## src/rtl/usbrx_pkg.sv

```systemverilog
package usbrx_pkg;

    typedef enum logic [2:0] {
        ST_IDLE,
        ST_RD_ADDR,
        ST_RD_CNT,
        ST_LOAD,
        ST_RECV,
        ST_FLUSH,
        ST_WBACK,
        ST_DONE
    } rx_state_t;

    // upper part of the receive-count word: block-size flag and block number
    typedef struct packed {
        logic       blk_large;
        logic [4:0] nblk;
    } space_cfg_t;

endpackage

```

## src/rtl/usb_rx_space_decode.sv

```systemverilog
module usb_rx_space_decode
    import usbrx_pkg::*;
#(
    parameter int CW = 16
) (
    input  space_cfg_t      cfg,
    output logic [CW-1:0]   space
);
    localparam int SMALL_SHIFT = 1;
    localparam int LARGE_SHIFT = 5;

    logic [CW-1:0] nblk_w;

    always_comb begin
        nblk_w = CW'(cfg.nblk);
        if (cfg.blk_large) begin
            space = (nblk_w + CW'(1)) << LARGE_SHIFT;
        end else begin
            space = nblk_w << SMALL_SHIFT;
        end
    end
endmodule

```

## src/rtl/usb_rx_counters.sv

```systemverilog
module usb_rx_counters #(
    parameter int CW = 16
) (
    input  logic          clk,
    input  logic          rst_n,
    input  logic          clr,
    input  logic          load,
    input  logic [CW-1:0] space,
    input  logic          byte_in,
    output logic          accept,
    output logic [CW-1:0] count,
    output logic [CW-1:0] room,
    output logic          overrun
);
    assign accept = byte_in && (room != '0);

    always_ff @(posedge clk or negedge rst_n) begin
        if (!rst_n) begin
            count   <= '0;
            room    <= '0;
            overrun <= 1'b0;
        end else if (clr) begin
            count   <= '0;
            room    <= '0;
            overrun <= 1'b0;
        end else if (load) begin
            room <= space;
        end else if (byte_in) begin
            if (accept) begin
                room  <= room - CW'(1);
                count <= count + CW'(1);
            end else begin
                overrun <= 1'b1;
            end
        end
    end
endmodule

```

## src/rtl/usb_rx_packer.sv

```systemverilog
module usb_rx_packer #(
    parameter int MAW = 9
) (
    input  logic           clk,
    input  logic           rst_n,
    input  logic           clr,
    input  logic           base_load,
    input  logic [MAW-1:0] base,
    input  logic           accept,
    input  logic [7:0]     data_in,
    output logic           wr_valid,
    output logic [MAW-1:0] wr_addr,
    output logic [15:0]    wr_data,
    output logic           odd_pend,
    output logic [7:0]     odd_byte,
    output logic [MAW-1:0] ptr
);
    always_ff @(posedge clk or negedge rst_n) begin
        if (!rst_n) begin
            wr_valid <= 1'b0;
            wr_addr  <= '0;
            wr_data  <= '0;
            odd_pend <= 1'b0;
            odd_byte <= '0;
            ptr      <= '0;
        end else if (clr) begin
            wr_valid <= 1'b0;
            odd_pend <= 1'b0;
        end else begin
            wr_valid <= 1'b0;
            if (base_load) begin
                ptr <= base;
            end else if (accept) begin
                if (!odd_pend) begin
                    odd_byte <= data_in;
                    odd_pend <= 1'b1;
                end else begin
                    wr_valid <= 1'b1;
                    wr_addr  <= ptr;
                    wr_data  <= {data_in, odd_byte};
                    ptr      <= ptr + MAW'(1);
                    odd_pend <= 1'b0;
                end
            end
        end
    end
endmodule

```

## src/rtl/usb_rx_engine.sv

```systemverilog
module usb_rx_engine
    import usbrx_pkg::*;
#(
    parameter int NUM_EP  = 8,
    parameter int MAW     = 9,
    parameter int DT_BASE = 0
) (
    input  logic              clk,
    input  logic              rst_n,
    input  logic              bus_reset,
    input  logic              tok_valid,
    input  logic              tok_setup,
    input  logic [3:0]        tok_ep,
    input  logic [NUM_EP-1:0] ep_en,
    input  logic              rx_byte_valid,
    input  logic [7:0]        rx_byte,
    input  logic              rx_eop,
    input  logic              rx_crc_ok,
    input  logic              rx_err,
    output logic              mem_req,
    output logic              mem_we,
    output logic [MAW-1:0]    mem_addr,
    output logic [15:0]       mem_wdata,
    input  logic [15:0]       mem_rdata,
    output logic              done,
    output logic              done_setup,
    output logic [3:0]        done_ep,
    output logic              ack_req
);
    localparam int EPW      = (NUM_EP > 1) ? $clog2(NUM_EP) : 1;
    localparam int CW       = 16;
    localparam int ADDR_OFS = 2;
    localparam int CNT_OFS  = 3;

    rx_state_t state, nxt;

    logic [EPW-1:0] ep_q;
    logic           setup_q;
    space_cfg_t     cfg_q;
    logic           err_q;
    logic           crc_q;

    logic           tok_ok;
    logic           tok_go;
    logic           clr;
    logic           byte_in;
    logic           accept;
    logic [CW-1:0]  space;
    logic [CW-1:0]  count;
    logic [CW-1:0]  room;
    logic           ovr;
    logic           wr_valid;
    logic [MAW-1:0] wr_addr;
    logic [15:0]    wr_data;
    logic           odd_pend;
    logic [7:0]     odd_byte;
    logic [MAW-1:0] ptr;
    logic [MAW-1:0] desc_base;

    assign tok_ok    = ({28'd0, tok_ep} < NUM_EP) && ep_en[tok_ep[EPW-1:0]];
    assign tok_go    = (state == ST_IDLE) && tok_valid && tok_ok && !bus_reset;
    assign clr       = tok_go || bus_reset;
    assign byte_in   = (state == ST_RECV) && rx_byte_valid && !rx_eop && !bus_reset;
    assign desc_base = MAW'(DT_BASE) + MAW'({ep_q, 2'b00});

    usb_rx_space_decode #(.CW(CW)) u_space (
        .cfg   (space_cfg_t'(mem_rdata[15:10])),
        .space (space)
    );

    usb_rx_counters #(.CW(CW)) u_cnt (
        .clk     (clk),
        .rst_n   (rst_n),
        .clr     (clr),
        .load    (state == ST_LOAD),
        .space   (space),
        .byte_in (byte_in),
        .accept  (accept),
        .count   (count),
        .room    (room),
        .overrun (ovr)
    );

    usb_rx_packer #(.MAW(MAW)) u_pack (
        .clk       (clk),
        .rst_n     (rst_n),
        .clr       (clr),
        .base_load (state == ST_RD_CNT),
        .base      (mem_rdata[MAW:1]),
        .accept    (accept),
        .data_in   (rx_byte),
        .wr_valid  (wr_valid),
        .wr_addr   (wr_addr),
        .wr_data   (wr_data),
        .odd_pend  (odd_pend),
        .odd_byte  (odd_byte),
        .ptr       (ptr)
    );

    // state register
    always_ff @(posedge clk or negedge rst_n) begin
        if (!rst_n) begin
            state <= ST_IDLE;
        end else if (bus_reset) begin
            state <= ST_IDLE;
        end else begin
            state <= nxt;
        end
    end

    // transfer context captured along the way
    always_ff @(posedge clk or negedge rst_n) begin
        if (!rst_n) begin
            ep_q    <= '0;
            setup_q <= 1'b0;
            cfg_q   <= '0;
            err_q   <= 1'b0;
            crc_q   <= 1'b0;
        end else begin
            if (tok_go) begin
                ep_q    <= tok_ep[EPW-1:0];
                setup_q <= tok_setup;
                err_q   <= 1'b0;
                crc_q   <= 1'b0;
            end
            if (state == ST_LOAD) begin
                cfg_q <= space_cfg_t'(mem_rdata[15:10]);
            end
            if (state == ST_RECV) begin
                if (rx_err) err_q <= 1'b1;
                if (rx_eop) crc_q <= rx_crc_ok;
            end
        end
    end

    // next state
    always_comb begin
        nxt = state;
        unique case (state)
            ST_IDLE:    if (tok_go) nxt = ST_RD_ADDR;
            ST_RD_ADDR: nxt = ST_RD_CNT;
            ST_RD_CNT:  nxt = ST_LOAD;
            ST_LOAD:    nxt = ST_RECV;
            ST_RECV:    if (rx_eop) nxt = odd_pend ? ST_FLUSH : ST_WBACK;
            ST_FLUSH:   nxt = ST_WBACK;
            ST_WBACK:   nxt = ST_DONE;
            ST_DONE:    nxt = ST_IDLE;
            default:    nxt = ST_IDLE;
        endcase
    end

    // outputs
    always_comb begin
        mem_req    = 1'b0;
        mem_we     = 1'b0;
        mem_addr   = '0;
        mem_wdata  = '0;
        done       = 1'b0;
        done_setup = 1'b0;
        done_ep    = '0;
        ack_req    = 1'b0;
        unique case (state)
            ST_RD_ADDR: begin
                mem_req  = 1'b1;
                mem_addr = desc_base + MAW'(ADDR_OFS);
            end
            ST_RD_CNT: begin
                mem_req  = 1'b1;
                mem_addr = desc_base + MAW'(CNT_OFS);
            end
            ST_FLUSH: begin
                mem_req   = 1'b1;
                mem_we    = 1'b1;
                mem_addr  = ptr;
                mem_wdata = {8'h00, odd_byte};
            end
            ST_WBACK: begin
                mem_req   = 1'b1;
                mem_we    = 1'b1;
                mem_addr  = desc_base + MAW'(CNT_OFS);
                mem_wdata = {cfg_q, count[9:0]};
            end
            ST_DONE: begin
                done       = 1'b1;
                done_setup = setup_q;
                done_ep    = 4'(ep_q);
                ack_req    = crc_q && !err_q && !ovr;
            end
            default: begin
                if (wr_valid) begin
                    mem_req   = 1'b1;
                    mem_we    = 1'b1;
                    mem_addr  = wr_addr;
                    mem_wdata = wr_data;
                end
            end
        endcase
    end
endmodule

```

## config.mk

```make
export PLATFORM = sky130hd
export DESIGN_NAME = usb_rx_engine
export DESIGN_NICKNAME = d
export VERILOG_FILES = /design/src/rtl/usbrx_pkg.sv /design/src/rtl/usb_rx_space_decode.sv /design/src/rtl/usb_rx_counters.sv /design/src/rtl/usb_rx_packer.sv /design/src/rtl/usb_rx_engine.sv
export SDC_FILE = /design/constraint.sdc
export NUM_CORES = 1
export LEC_CHECK = 0
export BUFFER_PORTS_ARGS = -buffer_cell sky130_fd_sc_hd__clkbuf_2
export CORE_MARGIN = 5
export CORE_UTILIZATION = 40
export DETAILED_ROUTE_END_ITERATION = 16
export HOLD_SLACK_MARGIN = 0.03
export PLACE_DENSITY = 0.57
export SLEW_MARGIN = 20
export SYNTH_ARGS = -nofsm -noshare
export SYNTH_HDL_FRONTEND = slang
export SYNTH_SLANG_ARGS = --single-unit
```

## constraint.sdc

```tcl
create_clock -name clk -period 2.7 [get_ports clk]
set_input_delay 0.135 -clock clk [delete_from_list [all_inputs] [get_ports clk]]
set_output_delay 0.135 -clock clk [all_outputs]
set_load 0.05 [all_outputs]
```

-- After elaboration in Yosys (flattened, before gate mapping)
Index checks and enable logic that the tools add are counted.
W data, S select, Z words.
- logic and storage cells: 122
- flip-flop bits (word level): 92
- RAM bits: 0
- memories kept: 0
- input bits: 45
- output and inout port bits: 34
- bits in read-only memories: 0
- latch bits: 0
- shifts and indexed selects: 0
- muxes and demuxes: 48
- $add $sub $neg: 6
- magnitude comparators: 2
- $mul: 0
- equality and inequality tests: 12
- reductions and logical operators: 35
- div/mod/pow operators: 0
- bitwise operators: 3
- operator list (operator ; count):
    $mux W16 ; 10
    $pmux W16 S3 ; 1
    $mux W9 ; 4
    $pmux W9 S4 ; 1
    $pmux W3 S8 ; 1
    $mux W1 ; 23
    $add A16 B1 Y16 const B ; 1
    $reduce_bool A16 Y1 ; 1
    $sub A16 B1 Y16 const B ; 1
    $add A5 B2 Y6 const B ; 2
    $eq A3 B3 Y1 const B ; 4
    $mux W3 ; 4
    $logic_and A1 B1 Y1 ; 10
    $add A9 B1 Y9 const B ; 1
    $reduce_and A3 Y1 ; 3
    $reduce_and A4 Y1 ; 2
    $reduce_bool A2 Y1 ; 4
    $add A5 B1 Y6 const B ; 1
    $eq A3 B2 Y1 const B ; 2
    $ne A2 B2 Y1 const B ; 3
    $ne A3 B3 Y1 const B ; 2
    $reduce_and A2 Y1 ; 3
    $reduce_bool A3 Y1 ; 2
    $logic_not A1 Y1 ; 4
    12 further kinds ; 16

-- Longest topological paths before layout
Gate-level depths: netlist of the first run.
- word-level depth: 9
- mapped depth: 10

-- By module
A second synthesis of the first run with hierarchy kept.
- cell total of the unflattened synthesis: 519
- area, all modules: 5271.3 um^2
- modules (own cells, without submodules) (module ; cells each ; area an instance (um^2) ; instances ; sequential area each (um^2)):
    usb_rx_counters ; 215 ; 1936.9 ; 1 ; 825.8
    usb_rx_packer ; 145 ; 1914.3 ; 1 ; 1101.1
    usb_rx_engine ; 131 ; 1233.7 ; 1 ; 375.4
    usb_rx_space_decode ; 28 ; 186.4 ; 1 ; 0.0

-- Worst setup path before layout of the first run
Ideal clock, no wire load.
- kind: register to register
- start: register u_cnt.room[0]
- end: register u_pack.ptr[7]
- required time: 2.579 ns
- path slack: 0.177 ns
- cell stages (with the launch flop): 11
- data arrival time: 2.402 ns
- path through: dfrtp_1 > inv_1 > ha_1 > or3b_1 > clkbuf_1 > or4_1 > buf_2 > a31oi_4 > buf_4 > a21oi_1 > o22a_1
- cells in the longest elaborated chain, start to end: 4
- RTL lines (item ; RTL line ; text):
    from (decl) ; usb_rx_counters.sv:12 ; output logic [CW-1:0] room,
    from (signal assigned) ; usb_rx_counters.sv:27 ; room <= space;
    from (signal assigned) ; usb_rx_counters.sv:30 ; room <= room - CW'(1);
    $reduce_bool A16 Y1 ; usb_rx_counters.sv:15 ; assign accept = byte_in && (room != '0);
    $logic_and A1 B1 Y1 ; usb_rx_counters.sv:15 ;
    $reduce_bool A2 Y1 (no source line) ; -- ;
    $reduce_and A3 Y1 (no source line) ; -- ;
    to (signal assigned) ; usb_rx_packer.sv:32 ; ptr <= base;
    to (signal assigned) ; usb_rx_packer.sv:41 ; ptr <= ptr + MAW'(1);
    to (decl) ; usb_rx_packer.sv:16 ; output logic [MAW-1:0] ptr
Every way passes these cells.
A chain may end at the register's enable or synchronous reset.

-- Worst setup path in the final report of the first run
- start: register u_cnt.room[0]
- end: register u_cnt.room[4]
- cells in the longest elaborated chain, start to end: 5
- elaborated cells between the ends (all ways): 9
- classes of those cells: add/sub (1); mux (4); reduce/logical (4)
- RTL lines (item ; RTL line ; text):
    $sub A16 B1 Y16 ; usb_rx_counters.sv:30 ;
    $mux W16 ; usb_rx_counters.sv:29 ; if (accept) begin
    $mux W16 ; usb_rx_counters.sv:28 ; end else if (byte_in) begin
    $mux W16 ; usb_rx_counters.sv:26 ; end else if (load) begin
    $mux W16 ; usb_rx_counters.sv:22 ; end else if (clr) begin
Parallel ways exist; a longest one is shown, timed or not. The select of a mux whose other input is x is not followed.

==> summary.txt, run 1 <==
Clock network
  • Clock Latency Late Sink: 0.35 ns
  • H-Tree Depth: 3
  • CTS tree: built
  • Clock slew at reported path FFs: approximately 0.060 ns
  • CTS Sinks: 86
  • Root buf cell: clkbuf_16
  • CTS buffer count: 9
  • Setup bufs post-CTS: 0
  • Max Buffers Root-to-Sink: 2

Cells and area
  • Final nets: roughly 600
  • Area Overhead vs Synth: 22.33%
  • Layout cell share with drive strength beyond 1: between 20% and 30%
  • # diodes: 0

Run status
  • Status: finished clean

Setup path
  • CP required: ~3.0 ns
  • Worst Path Arrival: 2.82 ns
  • Worst Path Class, Setup: reg -> reg
  • CP Capture Type: register
  • Startpoint Class: register
  • Worst reg2reg path endpoint: u_cnt.room[4]
  • Critical path peak fanout: 6
  • R2R Setup Slk: 0.15 ns
  • R2R depth: 7
  • FF-to-FF Start: u_cnt.room[0]
  • Critical path origin: u_cnt.room[0]
  • Worst setup endpoint: u_cnt.room[4]

STA
  • Worst Max-Slew Pin Slew: 0.7202 ns
  • Fin. Hold Viols: 0
  • Crit share post-route: approximately 95%
  • Min cycle time layout: 2.552 ns
  • Worst Skew: around 0.0067 ns
  • Slew Viols, Final: 0
  • Max Clock Freq: ~390 MHz
  • Slew HR: between 50% and 60%
  • RSZ-0062 raised after global routing: false
  • Final setup fails: 0
  • Setup TNS: 0 ns

Synthesis
  • Post-synth EDFFs: 0
  • Yosys reg bits: between 80 and 90
  • Post-synth net total: 515
  • Synth Flop Type: dfrtp_1
  • Post-Syn Instances: 466
  • Seq/Total Area, Yosys: 46.11%
  • Yosys Warn Count: 0
  • Post-synth ARST share: 100.0%
  • Distinct cells, synth: 67
  • Syn_area_per_cell: around 10 um2
  • Mapped Area: between 4000 and 5000 um2

Die
  • Placeable Area: approximately 11000 um2
  • Initial Utilization: around two fifths
  • Row cnt: 39
  • Die Footprint: ~14000 um2
  • Io pins: 79
  • Die width: between 100 and 150 um
  • Die H: between 100 and 150 um

Power and ir drop
  • Leakage dissipation: 2.796 nW
  • Power Dens Cells: around 650 nW/um2
  • Total power: 3.701 mW
  • Peak VDD IR: around 0.48 mV

Place
  • Post-DP HPWL: 8418 um
  • GPL Wtd Cong: between 0.8 and 0.9
  • Buffers on Ports: 76

Job
  • Max-cap violation count: 0

Detailed routing
  • DR iter-0 viols: about 180
  • Routed Antenna Nets: 0
  • Post-DR vias/cell: 5.729
  • Routed vias: a little over 4000
  • Drt pass-1 iters: 5
  • DRC viols: 0
  • Post-Route WL: approximately 12000 um
  • Wire length per cell: 17.28 um

Global route
  • Total grt overflow: 0
  • First-pass GRT wire length: around 20000 um
  • Tot GR Track Use: 18.02%
  • Initial antenna violation count: 0
  • Vias in the first global route: between 4000 and 5000
  • Largest net degree at the start of global routing: 48

Worst hold path
  • Worst Hold Class: in -> reg
==> flip-flops by register name, summed over array words and instances (netlist names) <==
name,cells
cfg_q,6
crc_q,1
ep_q,3
err_q,1
setup_q,1
state,3
u_cnt.count,10
u_cnt.overrun,1
u_cnt.room,16
u_pack.odd_byte,8
u_pack.odd_pend,1
u_pack.ptr,9
u_pack.wr_addr,9
u_pack.wr_data,16
u_pack.wr_valid,1
==> area by class of cell <==
type | instances | area [um2]
clock buffers | 9 | 225.2
clock inverters | 7 | 105.1
fillers | 1090 | 5709
inverters | 22 | 82.58
multi-input cells | 329 | 2305
flip-flops and latches | 86 | 2152
well taps | 143 | 178.9
repair buffers | 106 | 660.6
==> how the worst min path moves through the flow <==
stage	start	end	slack, ns	cells past startpoint
after global routing	rx_byte[4]	u_pack.wr_data[12]	0.03	2
after global placement	rst_n	setup_q	0.21	1
after detailed placement	rst_n	setup_q	0.21	1
after floorplan	rst_n	cfg_q[0]	-0.16	0
final	rx_byte[4]	u_pack.wr_data[12]	0.04	2
after CTS	mem_rdata[11]	cfg_q[1]	0.03	3
==> Yosys cell counts (3+ instances only) <==
cell / n / area, um2
mux2_2: 37 / 416.7
or3_1: 5 / 31.28
a222oi_1: 11 / 110.1
clkbuf_1: 18 / 67.56
a22o_1: 13 / 113.9
and2_1: 4 / 25.02
o22a_1: 8 / 70.07
nor4_1: 3 / 18.77
nand2_1: 44 / 165.2
nand4_1: 5 / 31.28
nand3_1: 18 / 90.09
xnor2_1: 5 / 43.79
xor2_1: 5 / 43.79
mux2i_1: 4 / 40.04
nor2_1: 32 / 120.1
a211o_1: 4 / 35.03
nor3_1: 15 / 75.07
and3_1: 7 / 43.79
a31oi_1: 11 / 68.82
ha_1: 4 / 50.05
a211oi_1: 3 / 22.52
o21ai_0: 11 / 55.05
or4_1: 5 / 37.54
a41oi_1: 3 / 26.28
o21ai_1: 3 / 15.01
nand3b_1: 3 / 22.52
buf_2: 5 / 25.02
nand2b_1: 4 / 25.02
dfrtp_1: 86 / 2152
a21oi_1: 20 / 100.1
inv_1: 22 / 82.58
==> report_power, final <==
group	switching, mW	internal, mW	total, mW
registers	0.172	1.44	1.61
logic	0.399	0.300	0.699
clock network	0.562	0.825	1.39
total	1.13	2.57	3.70
==> timing repair <==
action | 4_1_cts | 5_1_grt
hold buffers | 11 | 0
cloned | 0 | 0
resized for setup | 1 | 1
endpoints found under the hold margin | 60 | 0
endpoints found under the setup margin | 1 | 16
==> layer usage <==
layer | up-vias | GRT usage, % | wire, um
met3 | 13 | 3.796 | 475
met4 | 0 | 5.950 | 189
met2 | 70 | 29.60 | 6019
li1 | 1906 | - | -
met1 | 2033 | 23.70 | 5450
met5 | - | 0 | 0
==> through the flow <==
stage               instances  worst slack, ns  instance area, um2  utilization (%)  hold slack [ns]
detailed placement        675          0.04462                5264            46.10           0.2063
floorplan                 466           0.1771                4667                -          -0.1606
finish                    702           0.1482                5709            50.00          0.04255
CTS                       702          0.01441                5705            49.97          0.03042
global placement          675          0.09329                5264            46.10           0.2083
global route              702         0.002309                5709            50.00          0.03361
==> layout by cell type (no fill, tap or decap), types with 3 or more instances in the layout <==
cell type | synthesis | routed
a211o_1 | 4 | 4
a211oi_1 | 3 | 3
a21oi_1 | 20 | 20
a222oi_1 | 11 | 11
a22o_1 | 13 | 13
a31oi_1 | 11 | 11
a41oi_1 | 3 | 3
and2_1 | 4 | 4
and3_1 | 7 | 7
buf_4 | 2 | 18
clkbuf_16 | 0 | 9
clkbuf_2 | 0 | 75
dfrtp_1 | 86 | 86
dlygate4sd3_1 | 0 | 11
ha_1 | 4 | 4
inv_1 | 22 | 22
mux2_2 | 37 | 37
mux2i_1 | 4 | 4
nand2_1 | 44 | 44
nand2b_1 | 4 | 4
nand3_1 | 18 | 18
nand3b_1 | 3 | 3
nand4_1 | 5 | 5
nor2_1 | 32 | 32
nor3_1 | 15 | 14
nor4_1 | 3 | 3
o21ai_0 | 11 | 11
o21ai_1 | 3 | 3
o22a_1 | 8 | 8
or3_1 | 5 | 5
or4_1 | 5 | 4
xnor2_1 | 5 | 5
xor2_1 | 5 | 5
==> worst max-delay path, stage by stage, from the launching register on <==
cell     delay [ns]
dfrtp_1        0.39
inv_1          0.10
ha_1           0.18
or3b_1         0.47
or4_4          0.65
nand2_2        0.17
nand3_1        0.24
a41oi_1        0.27
==> logic make-up after synthesis <==
family / Yosys count / share of synthesized area, %
AO/OA/AOI/OAI: 112 / 18.15
XOR/XNOR: 10 / 1.877
adder cells (fa/ha/maj): 4 / 1.072
buffers and inverters: 51 / 4.718
flip-flops: 86 / 46.11
multiplexers: 42 / 10.27
other: 1 / 0.08035
AND/OR/NAND/NOR: 160 / 17.72
No activity file was read; power rests on OpenSTA's default activity.
==> inputs of run 2 (changes only) <==
SETUP_SLACK_MARGIN = 0.4   (was not set)
==> run 2 against run 1 <==
Effect of this change: sequential share of layout area fell by 2.8 points; critical path depth fell by 1; routed wire length is 11% higher; total power grew 2.0%; cell area increased by 8.0%; register-to-register slack gained 0.15 ns; core utilization up 4.0 points; clock power fell by 6%; flip-flop and latch count is the same; clock skew hardly changed; count of clock-buffer cells in the layout increased by 1; largest cell class unchanged; largest power group unchanged.
==> summary.txt, run 2 (synthesized netlist as in run 1, its figures left out) <==
Job
  • Max-cap violation count: 0 (unchanged)

Clock network
  • CTS buffer count: 9 (unchanged)
  • H-Tree Depth: 3 (unchanged)
  • Clock slew at reported path FFs: 0.06 ns (about the same)
  • Max Buffers Root-to-Sink: 2 (unchanged)
  • CTS Sinks: 86 (unchanged)
  • CTS tree: built
  • Root buf cell: clkbuf_16
  • Clock Latency Late Sink: 0.34 ns (about the same)

Cells and area
  • Fin util: 54.02% (+4.0 points)
  • Area Overhead vs Synth: 32.17%
  • Fin area: 6168 um2 (+8.0%)
  • Final nets: 634 (+5.1%)
  • Layout cell share with drive strength beyond 1: 37.41% (+7.9 points)
  • Largest regs: u_cnt.room (16), u_pack.wr_data (16), u_cnt.count (10)
  • Post-Layout Cell Count: 731 (+4.1%)
  • Most frequent cells in the layout: dfrtp_1, clkbuf_2, nand2_1, buf_4, mux2_2
  • Commonest non-fill, non-tap cell in the layout: dfrtp_1
  • # diodes: 0 (unchanged)

STA
  • Setup TNS: 0 ns (unchanged)
  • Slew HR: 54.93% (+2.9 points)
  • Slew Viols, Final: 0 (unchanged)
  • Fin Hold WS: 0.04241 ns (-0.0001465 ns)
  • Max Clock Freq: 415.8 MHz (+6.1%)
  • Final WS setup: 0.2950 ns (+0.1468 ns)
  • Min cycle time layout: 2.405 ns (-0.1468 ns)
  • Crit share post-route: 89.07% (-5.4 points)
  • Final setup fails: 0 (unchanged)
  • Fin. Hold Viols: 0 (unchanged)
  • Worst Max-Slew Pin Slew: 0.6760 ns (-0.04420 ns)
  • Worst Skew: 0.006837 ns (+0.0001804 ns)
  • RSZ-0062 raised after global routing: true

Worst hold path
  • Worst Hold Path Cells: 2 (unchanged)
  • Worst Hold Class: in -> reg
  • Hold endpoint: u_pack.wr_data[13]
  • Hold wc startpoint: rx_byte[5]

Setup path
  • Largest incremental delay on the critical path: 0.62 ns (-0.03 ns)
  • R2R Setup Slk: 0.30 ns (+0.15 ns)
  • Worst Path Arrival: 2.64 ns (-0.18 ns)
  • Worst Path Class, Setup: reg -> reg
  • Slowest CP cell: or4_4
  • Startpoint Class: register
  • Worst reg2reg path endpoint: u_pack.ptr[5]
  • CP Capture Type: register
  • CP required: 2.94 ns (-0.02 ns)
  • Critical path peak fanout: 6 (unchanged)
  • Crit-path cells: or4_4 > or4_4 > a31oi_4 > clkbuf_16 > a21oi_2 > o21a_1
  • R2R depth: 6 (-1)
  • Worst path bufs/invs: 1 (unchanged)
  • CP dominant cell by count: or4_4
  • FF-to-FF Start: u_cnt.room[7]
  • Family with the most delay on the worst path: simple AND/OR/NAND/NOR gates

Detailed routing
  • Routed Antenna Nets: 0 (unchanged)
  • Post-Route WL: 13490 um (+11%)
  • Routed vias: 4203 (+4.5%)
  • DR iter-0 viols: 343 (+96%)
  • Drt pass-1 iters: 6 (+1)
  • Wire length per cell: 18.45 um (+6.7%)
  • DRC viols: 0 (unchanged)
  • Post-DR vias/cell: 5.750 (+0.35%)

Die
  • Die Footprint: 13930 um2 (unchanged)
  • Initial Utilization: 40.87% (unchanged)
  • Placeable Area: 11420 um2 (unchanged)
  • Die H: 118.0 um (unchanged)
  • Row cnt: 39 (unchanged)
  • Die width: 118.0 um (unchanged)
  • Io pins: 79 (unchanged)

Power and ir drop
  • Peak VDD IR: 0.3701 mV (-22%)
  • Total power: 3.776 mW (+2.0%)
  • Power Dens Cells: 612.1 nW/um2 (-5.6%)
  • Leakage dissipation: 3.005 nW (+7.5%)

Place
  • Worst slack at placement: 0.1575 ns (+0.1129 ns)
  • Post-DP HPWL: 8882 um (+5.5%)
  • Placed cell area: 5283 um2 (+0.36%)
  • Inst Count DP: 675 (unchanged)
  • Buffers on Ports: 76 (unchanged)
  • GPL Wtd Cong: 0.8596 (+4.8%)

Global route
  • Largest net degree at the start of global routing: 53 (+10%)
  • Total grt overflow: 0 (unchanged)
  • Tot GR Track Use: 19.19% (+1.2 points)
  • Vias in the first global route: 4261 (+6.2%)
  • Initial antenna violation count: 0 (unchanged)
  • First-pass GRT wire length: 21850 um (+6.0%)

Run status
  • Status: finished clean
-- run 2: cell types whose count changed in the layout (fill, tap and decap cells not counted), moves of 3 or more --
cell and delta:
clkbuf_2 -4, a21oi_1 -6, a21oi_2 +6, nor3_1 -3, buf_6 +6, dlygate4sd3_1 -4
buf_4 +23, clkbuf_16 +3
-- run 2: final cells by class --
cell class / instances / area (um2)
clock buffers: 10 / 229.0
clock inverters: 4 / 73.82
fillers: 1046 / 5250
inverters: 22 / 82.58
multi-input cells: 331 / 2475
flip-flops and latches: 86 / 2155
well taps: 143 / 178.9
repair buffers: 135 / 974.7
-- run 2: per-layer routing --
| layer | up-vias | wire length (um) | GRT usage (%) |
|---|---|---|---|
| met5 | - | 0 | 0 |
| met1 | 2088 | 6028 | 26.02 |
| met2 | 131 | 6591 | 30.76 |
| met3 | 16 | 652 | 3.027 |
| met4 | 0 | 212 | 7.527 |
| li1 | 1968 | - | - |
-- run 2: what timing repair did --
action                                  CTS  global route
endpoints found under the setup margin   78            74
pin swaps                                 6            29
hold buffers                              7             0
buffers inserted                         15            14
gates resized for setup                  18            33
cloned                                    1             5
hold endpoints to repair                 58             0
-- run 2: worst max-delay path by stage --
stage                        start  cells after the start  slack (ns)            end
global placement     u_cnt.room[1]                      7        0.23  u_cnt.room[4]
floorplan            u_cnt.room[1]                     10        0.33  u_pack.ptr[7]
finish               u_cnt.room[7]                      6        0.30  u_pack.ptr[5]
detailed placement   u_cnt.room[1]                      7        0.16  u_cnt.room[4]
CTS                  u_cnt.room[1]                      8        0.34  u_pack.ptr[3]
global route        u_cnt.room[11]                      6        0.24  u_pack.ptr[5]
-- run 2: power breakdown --
group | switching (mW) | internal, mW | total, mW
registers | 0.189 | 1.44 | 1.63
logic | 0.454 | 0.378 | 0.832
clock network | 0.511 | 0.801 | 1.31
